### config.mk
export PLATFORM = sky130hd
export DESIGN_NAME = rfsh_interval_timer
export DESIGN_NICKNAME = d
export VERILOG_FILES = /design/src/rtl/rfsh_pkg.sv /design/src/rtl/rfsh_cfg_regs.sv /design/src/rtl/rfsh_down_counter.sv /design/src/rtl/rfsh_req_fsm.sv /design/src/rtl/rfsh_interval_timer.sv
export SDC_FILE = /design/constraint.sdc
export NUM_CORES = 1
export LEC_CHECK = 0
export ABC_AREA = 1
export BUFFER_PORTS_ARGS = -buffer_cell sky130_fd_sc_hd__clkbuf_2
export CAP_MARGIN = 40
export CORE_UTILIZATION = 23
export CTS_CLUSTER_DIAMETER = 200
export DETAILED_ROUTE_END_ITERATION = 6
export SYNTH_ARGS = -nofsm -noshare
export SYNTH_HDL_FRONTEND = slang
export SYNTH_HIERARCHICAL = 1
export SYNTH_SLANG_ARGS = --single-unit
### constraint.sdc
create_clock -name clk -period 4.18 [get_ports clk]
set_clock_uncertainty 0.2 [all_clocks]
set_input_delay 0.836 -clock clk [delete_from_list [all_inputs] [get_ports clk]]
set_output_delay 0.836 -clock clk [all_outputs]
set_load 0.03 [all_outputs]
### src/rtl/rfsh_pkg.sv
package rfsh_pkg;

    typedef enum logic [1:0] {
        ST_OFF = 2'd0,
        ST_RUN = 2'd1,
        ST_REQ = 2'd2
    } rfsh_state_e;

    // Period length in ticks for an interval code.
    function automatic int unsigned period_ticks(input int unsigned code,
                                                 input int unsigned unit);
        return (code + 1) * unit;
    endfunction

endpackage

### src/rtl/rfsh_cfg_regs.sv
module rfsh_cfg_regs #(
    parameter int SEL_W = 3
) (
    input  logic             clk,
    input  logic             rst,
    input  logic             wr_valid_i,
    input  logic             wr_enable_i,
    input  logic [SEL_W-1:0] wr_sel_i,
    input  logic             expire_i,
    output logic             en_q,
    output logic [SEL_W-1:0] sel_q,
    output logic [SEL_W-1:0] shadow_q,
    output logic             en_rise,
    output logic             en_fall
);

    // Edge decode uses the held enable, before the write lands.
    always_comb begin
        en_rise = wr_valid_i &&  wr_enable_i && !en_q;
        en_fall = wr_valid_i && !wr_enable_i &&  en_q;
    end

    always_ff @(posedge clk) begin
        if (rst) begin
            en_q  <= 1'b0;
            sel_q <= '0;
        end else if (wr_valid_i) begin
            en_q  <= wr_enable_i;
            sel_q <= wr_sel_i;
        end
    end

    // Shadow follows the held code while disabled, and is refreshed at each
    // expiry; it records the code governing the period in progress.
    always_ff @(posedge clk) begin
        if (rst) begin
            shadow_q <= '0;
        end else if (!en_q || expire_i) begin
            shadow_q <= sel_q;
        end
    end

endmodule

### src/rtl/rfsh_down_counter.sv
module rfsh_down_counter
    import rfsh_pkg::*;
#(
    parameter int SEL_W = 3,
    parameter int UNIT  = 1024,
    parameter int CNT_W = 14
) (
    input  logic             clk,
    input  logic             rst,
    input  logic             en_q,
    input  logic             en_rise,
    input  logic             en_fall,
    input  logic             tick_i,
    input  logic [SEL_W-1:0] sel_q,
    output logic [CNT_W-1:0] cnt_q,
    output logic             expire_o
);

    logic [CNT_W-1:0] load_val;

    always_comb begin
        load_val = CNT_W'(period_ticks(32'(sel_q), UNIT));
        expire_o = en_q && !en_fall && tick_i && (cnt_q == CNT_W'(1));
    end

    always_ff @(posedge clk) begin
        if (rst) begin
            cnt_q <= '0;
        end else if (en_fall) begin
            cnt_q <= '0;
        end else if (en_rise) begin
            cnt_q <= load_val;
        end else if (!en_q) begin
            cnt_q <= '0;
        end else if (expire_o) begin
            cnt_q <= load_val;
        end else if (tick_i && cnt_q != '0) begin
            cnt_q <= cnt_q - CNT_W'(1);
        end
    end

    // no tick and no write means the count holds
    a_r9_hold_without_tick: assert property (@(posedge clk) disable iff (rst)
        (en_q && !tick_i && !en_fall) |=> $stable(cnt_q));

    // expiry reloads on the same edge with the held code
    a_r7_reload_at_expiry: assert property (@(posedge clk) disable iff (rst)
        (en_q && !en_fall && tick_i && cnt_q == CNT_W'(1))
        |=> (cnt_q == CNT_W'(period_ticks(32'($past(sel_q)), UNIT))));

endmodule

### src/rtl/rfsh_req_fsm.sv
module rfsh_req_fsm
    import rfsh_pkg::*;
(
    input  logic clk,
    input  logic rst,
    input  logic en_rise,
    input  logic en_fall,
    input  logic expire_i,
    input  logic ack_i,
    output logic req_o
);

    rfsh_state_e state_q, state_d;

    always_ff @(posedge clk) begin
        if (rst) state_q <= ST_OFF;
        else     state_q <= state_d;
    end

    always_comb begin
        state_d = state_q;
        unique case (state_q)
            ST_OFF: if (en_rise) state_d = ST_RUN;
            ST_RUN: begin
                if (en_fall)       state_d = ST_OFF;
                else if (expire_i) state_d = ST_REQ;
            end
            ST_REQ: begin
                if (en_fall)       state_d = ST_OFF;
                else if (expire_i) state_d = ST_REQ;
                else if (ack_i)    state_d = ST_RUN;
            end
            default: state_d = ST_OFF;
        endcase
    end

    always_comb begin
        req_o = (state_q == ST_REQ);
    end

    // request held until acknowledged
    a_r6_req_holds: assert property (@(posedge clk) disable iff (rst)
        (req_o && !ack_i && !en_fall) |=> req_o);

    // acknowledge without a new expiry drops the request
    a_r6_ack_drops: assert property (@(posedge clk) disable iff (rst)
        (req_o && ack_i && !expire_i) |=> !req_o);

endmodule

### src/rtl/rfsh_interval_timer.sv
module rfsh_interval_timer
    import rfsh_pkg::*;
#(
    parameter  int SEL_W = 3,
    parameter  int UNIT  = 1024,
    localparam int CNT_W = $clog2((1 << SEL_W) * UNIT + 1)
) (
    input  logic             clk,
    input  logic             rst,
    input  logic             wr_valid_i,
    input  logic             wr_enable_i,
    input  logic [SEL_W-1:0] wr_sel_i,
    input  logic             tick_i,
    input  logic             ack_i,
    output logic             req_o,
    output logic [CNT_W-1:0] count_o
);

    logic             en_q, en_rise, en_fall, expire;
    logic [SEL_W-1:0] sel_q, shadow_q;

    rfsh_cfg_regs #(.SEL_W(SEL_W)) u_cfg (
        .clk        (clk),
        .rst        (rst),
        .wr_valid_i (wr_valid_i),
        .wr_enable_i(wr_enable_i),
        .wr_sel_i   (wr_sel_i),
        .expire_i   (expire),
        .en_q       (en_q),
        .sel_q      (sel_q),
        .shadow_q   (shadow_q),
        .en_rise    (en_rise),
        .en_fall    (en_fall)
    );

    rfsh_down_counter #(.SEL_W(SEL_W), .UNIT(UNIT), .CNT_W(CNT_W)) u_cnt (
        .clk     (clk),
        .rst     (rst),
        .en_q    (en_q),
        .en_rise (en_rise),
        .en_fall (en_fall),
        .tick_i  (tick_i),
        .sel_q   (sel_q),
        .cnt_q   (count_o),
        .expire_o(expire)
    );

    rfsh_req_fsm u_fsm (
        .clk     (clk),
        .rst     (rst),
        .en_rise (en_rise),
        .en_fall (en_fall),
        .expire_i(expire),
        .ack_i   (ack_i),
        .req_o   (req_o)
    );

    // disabled means idle and quiet
    a_r2_idle_quiet: assert property (@(posedge clk) disable iff (rst)
        !en_q |-> (count_o == '0 && !req_o));

    // first period loads from the code held before the enabling write
    a_r3_first_period_held: assert property (@(posedge clk) disable iff (rst)
        en_rise |=> (count_o == CNT_W'(period_ticks(32'($past(sel_q)), UNIT))));

    // clearing enable clears count and request on that edge
    a_r8_disable_clears: assert property (@(posedge clk) disable iff (rst)
        en_fall |=> (count_o == '0 && !req_o));

    // count never exceeds the period of the code in force
    a_r1_count_bound: assert property (@(posedge clk) disable iff (rst)
        en_q |-> (count_o <= CNT_W'(period_ticks(32'(shadow_q), UNIT))));

endmodule

---- Word-level counts from Yosys, hierarchy flattened ----
Cells that the tools add are included.
W data, S select, Z words.
word-level totals
  bits in registers ....................... 20
  output and inout port bits .............. 15
  logic and storage cells ................. 42
operators by class
  add/subtract/negate cells ............... 2
  eq/ne operators ......................... 7
  muxes and demuxes ....................... 11
  bitwise operators ....................... 1
  reduce and logical (&&, ||, !) cells .... 16
operators by type and width
  kind                     count
  $mux W14                 4
  $eq A14 B1 Y1 const B    1
  $reduce_bool A14 Y1      1
  $sub A14 B1 Y14 const B  1
  $mux W2                  6
  $logic_and A1 B1 Y1      8
  $pmux W2 S3              1
  $reduce_or A5 Y1         1
  $add A3 B1 Y4 const B    1
  $ne A4 B2 Y1 const B     1
  $ne A4 B3 Y1 const B     1
  $logic_not A1 Y1         3
  $ne A3 B3 Y1 const B     1
  $reduce_and A3 Y1        1
  $eq A2 B1 Y1 const B     1
  $eq A2 B2 Y1 const B     1
  $logic_not A2 Y1         1
  $ne A2 B2 Y1 const B     1
  $reduce_or A2 Y1         1
  $not A1 Y1               1

---- Logic depth before layout (Yosys ltp) ----
  depth after elaboration ................. 10
  gate-level depth with buffers ........... 12
  depth with buffers taken out ............ 12

---- Hierarchy ----
The synthesis kept the hierarchy.
by module, submodules not included
  module             instances  cells an instance  area each (um^2)
  rfsh_down_counter  1          161                1063.5
  rfsh_cfg_regs      1          41                 287.8
  rfsh_req_fsm       1          22                 133.9

---- Least setup slack after synthesis ----
Ideal clock, no wire load.
  path type ............................... in2reg
  from .................................... input port wr_valid_i
  to ...................................... register u_fsm.state_q[0]
  arrival time ............................ 2080 ps
  required time ........................... 3863 ps
  path slack .............................. 1783 ps
  stages on the path ...................... 11
  path buffers ............................ 0
  cell sequence ........................... inv_2 -> nor3_1 -> inv_1 -> nand4_1 -> nor2_2 -> nand2_4 -> inv_1 -> nor2_1 -> nand3_1 -> nand3_1 -> a21oi_1
on the way
  longest elaborated chain between the ends .. 9
  elaborated cells on any way between the ends .. 16
  those cells by class .................... eq/ne: 3; mux: 4; reduce/logical: 9
ends and longest elaborated chain
  element                             RTL line                   text
  start, declared                     rfsh_interval_timer.sv:10  input logic wr_valid_i,
  $logic_and A1 B1 Y1 * (2 in a row)  rfsh_cfg_regs.sv:20        en_fall = wr_valid_i && !wr_enable_i && en_q;
  named net en_fall                   rfsh_interval_timer.sv:19  logic en_q, en_rise, en_fall, expire;
  $logic_not A1 Y1 *                  rfsh_down_counter.sv:23    expire_o = en_q && !en_fall && tick_i && (cnt_q == CNT_W'(1));
  $logic_and A1 B1 Y1 * (3 in a row)  rfsh_down_counter.sv:23
  named net expire                    rfsh_interval_timer.sv:19
  $mux W2                             rfsh_req_fsm.sv:30         else if (expire_i) state_d = ST_REQ;
  $mux W2                             rfsh_req_fsm.sv:29         if (en_fall) state_d = ST_OFF;
  $pmux W2 S3                         rfsh_req_fsm.sv:22         unique case (state_q)
  end signal, assigned                rfsh_req_fsm.sv:17         else state_q <= state_d;
  end, declared                       rfsh_req_fsm.sv:13         rfsh_state_e state_q, state_d;
The timed path passes the listed nets; every way through them passes the cells marked *.
A chain may end at the register's enable or synchronous reset.

---- Worst setup path in the final report ----
Ends and elaborated chain as after synthesis.

==> summary.txt <==
Cells and area
  – Reg area: about 400 um^2
  – Commonest non-fill, non-tap cell in the layout: nand2_1
  – Commonest non-fill, non-tap cells in the layout: nand2_1, inv_1, nor2_1
  – Multi-input logic area: 798.3 um^2
  – Nets: around 240
  – Number of fillers in the final layout: 654
  – Area Overhead vs Synth: 19.28%
  – ANT cells: 0
  – Share of post-route cells with drive strength above 1: between 20% and 30%

Pwr
  – P_leak: 0.7980 nW
  – Worst vdd ir: approximately 0.099 mV
  – PwrDens: 339.2 nW/um^2

Critical path
  – Worst-path maximum fanout: 10
  – Worst Path Arrival: 2.40 ns
  – Startpoint types: input pin
  – Crit. End Element: flip-flop
  – Crit path buf inv count: 4
  – Delay-heaviest family, CP: simple AND/OR/NAND/NOR gates
  – Ordered cell list for the critical path: clkbuf_2, inv_2, nor3_1, inv_1, nand4_1, nor2_2, nand2_4, inv_1, nor2_1, nand3_1, nand3_1, a21oi_1
  – Crit Path Category: input pin to flip-flop
  – Setup crit start: wr_valid_i
  – Critical Path RT: between 4 and 5 ns
  – Worst R2R Start: u_cnt/cnt_q[0]
  – Worst stage delay on the critical path: 0.42 ns
  – CP max stage cell: nor3_1

Clock network
  – Clock buffer count from CTS: 3
  – CTS tree: built
  – Clock Tree Root: clkbuf_8
  – Max Root-Sink Buffers: 2
  – Worst-path clk slew: 0.08 ns
  – CTS hold repair buffers: 0
  – Clk_lat worst skew: 0.26 ns
  – # resized after CTS: 0
  – H-Tree Level Count: 1
  – Post CTS Setup Buffer Count: 0
  – CTS Sinks: 20

Die
  – Initial Util: 24.22%
  – Die Ht: 78.62 um
  – Die X: 78.62 um
  – Placeable Area: 5574 um^2
  – Top Ports: 24
  – # rows: 27
  – Die area: 6180 um^2

GRT
  – GRT overflow: 0
  – GRT Overall Usage: between 10% and 20%
  – Most used routing layer: met2
  – Met2 track demand over resource: 16.43%
  – First-pass GRT wire length: 5168 um
  – Routing usage on met1: between 10% and 20%
  – Largest net degree at the start of global routing: 12
  – Antenna violations before repair: 0
  – Grt met3 use: under 10%
  – Vias in the first global route: between 1,000 and 1,500

Route
  – Drt wl/cell: 9.861 um
  – 1st-iter DRT viols: 61
  – DR DRC count: 0
  – Final WL: 2988 um
  – Vias/cell: 4.244
  – First-pass DRT Iterations: 4
  – Post-route ant nets: 0
  – Via count: 1,286

Timing
  – Worst-Margin Slew: approximately 0.55 ns
  – Setup TNS: 0 ns
  – Max Freq: 0.4103 GHz
  – Final setup viols: 0
  – Slew Viols, Final: 0
  – Final Hold Fails: 0
  – Relative slew slack: a little over three fifths
  – Hold WS: 0.3060 ns
  – RSZ-0062 raised after global routing: no
  – Final period utilization: 58.31%
  – Minimum clock period: 2.437 ns

Placement
  – RePlAce Congestion: 0.7766
  – # port buffers: 23
  – HPWL after DPL: 2362 um

Synthesis
  – Synth Net Count: 216
  – Mean Syn Cell Area: ~6.6 um^2
  – Synthesized cell area: 1350 um^2
  – Post-Syn Instances: 204
  – Synth Warn #: 6

Worst hold path
  – Worst Hold Class: flip-flop to flip-flop
  – Worst hold start: u_cnt/cnt_q[8]

Outcome
  – Status: finished clean

Run
  – Maxcap violations: 0
path summary, 6_finish.rpt:
kind / end / slack (ns) / cells past startpoint
max reg2reg: u_cnt/cnt_q[10] / 2.10 / 11
max: u_fsm/state_q[0] / 1.74 / 12
min reg2reg: u_cnt/cnt_q[8] / 0.31 / 2
min: u_cnt/cnt_q[8] / 0.31 / 2
sequential cells by signal (all words and copies together), names as in the netlist:
register,count
u_cnt/cnt_q,14
u_cfg/en_q,1
u_cfg/sel_q,3
u_fsm/state_q,2
through the flow:
stage               util, %  instance area [um^2]  total power [W]  cells  worst slack, ns
floorplan                 -                  1350        0.0003595    204            1.835
detailed placement    27.90                  1555        0.0003982    299            1.446
global placement      27.90                  1555        0.0003976    299            1.562
global route          28.89                  1610        0.0005875    303            1.565
finish                28.89                  1610        0.0005462    303            1.743
CTS                   28.89                  1610        0.0005523    303            1.725
layer usage:
| metal | vias to the layer above | part of all wire (%) |
|---|---|---|
| li1 | 703 | - |
| met1 | 563 | 52 |
| met2 | 16 | 43 |
| met3 | 4 | 3.2 |
| met4 | 0 | 2.0 |
| met5 | - | 0 |
worst reg2reg max path, delay by kind of cell, from the launching register on:
family          cells  cell delay [ns]
compound gates      1             0.15
fa+ha+maj           1             0.31
buf+inv             2             0.32
flops               1             0.36
simple gates        7             0.65
layout make-up:
type                       count  area share (%)
tap                           72           5.594
inverter                      39           9.402
multi-input combinational    145           49.57
sequential                    20           24.86
clock buffer                   4           3.419
timing repair buffer          23           7.148
power breakdown:
group,leakage (nW),switching [W],internal [W]
clock network,0.0288,0.0000688,0.0000839
logic,0.606,0.000117,0.0000621
registers,0.163,0.0000133,0.000201
Note: power is estimated with default switching activity, not from simulation.
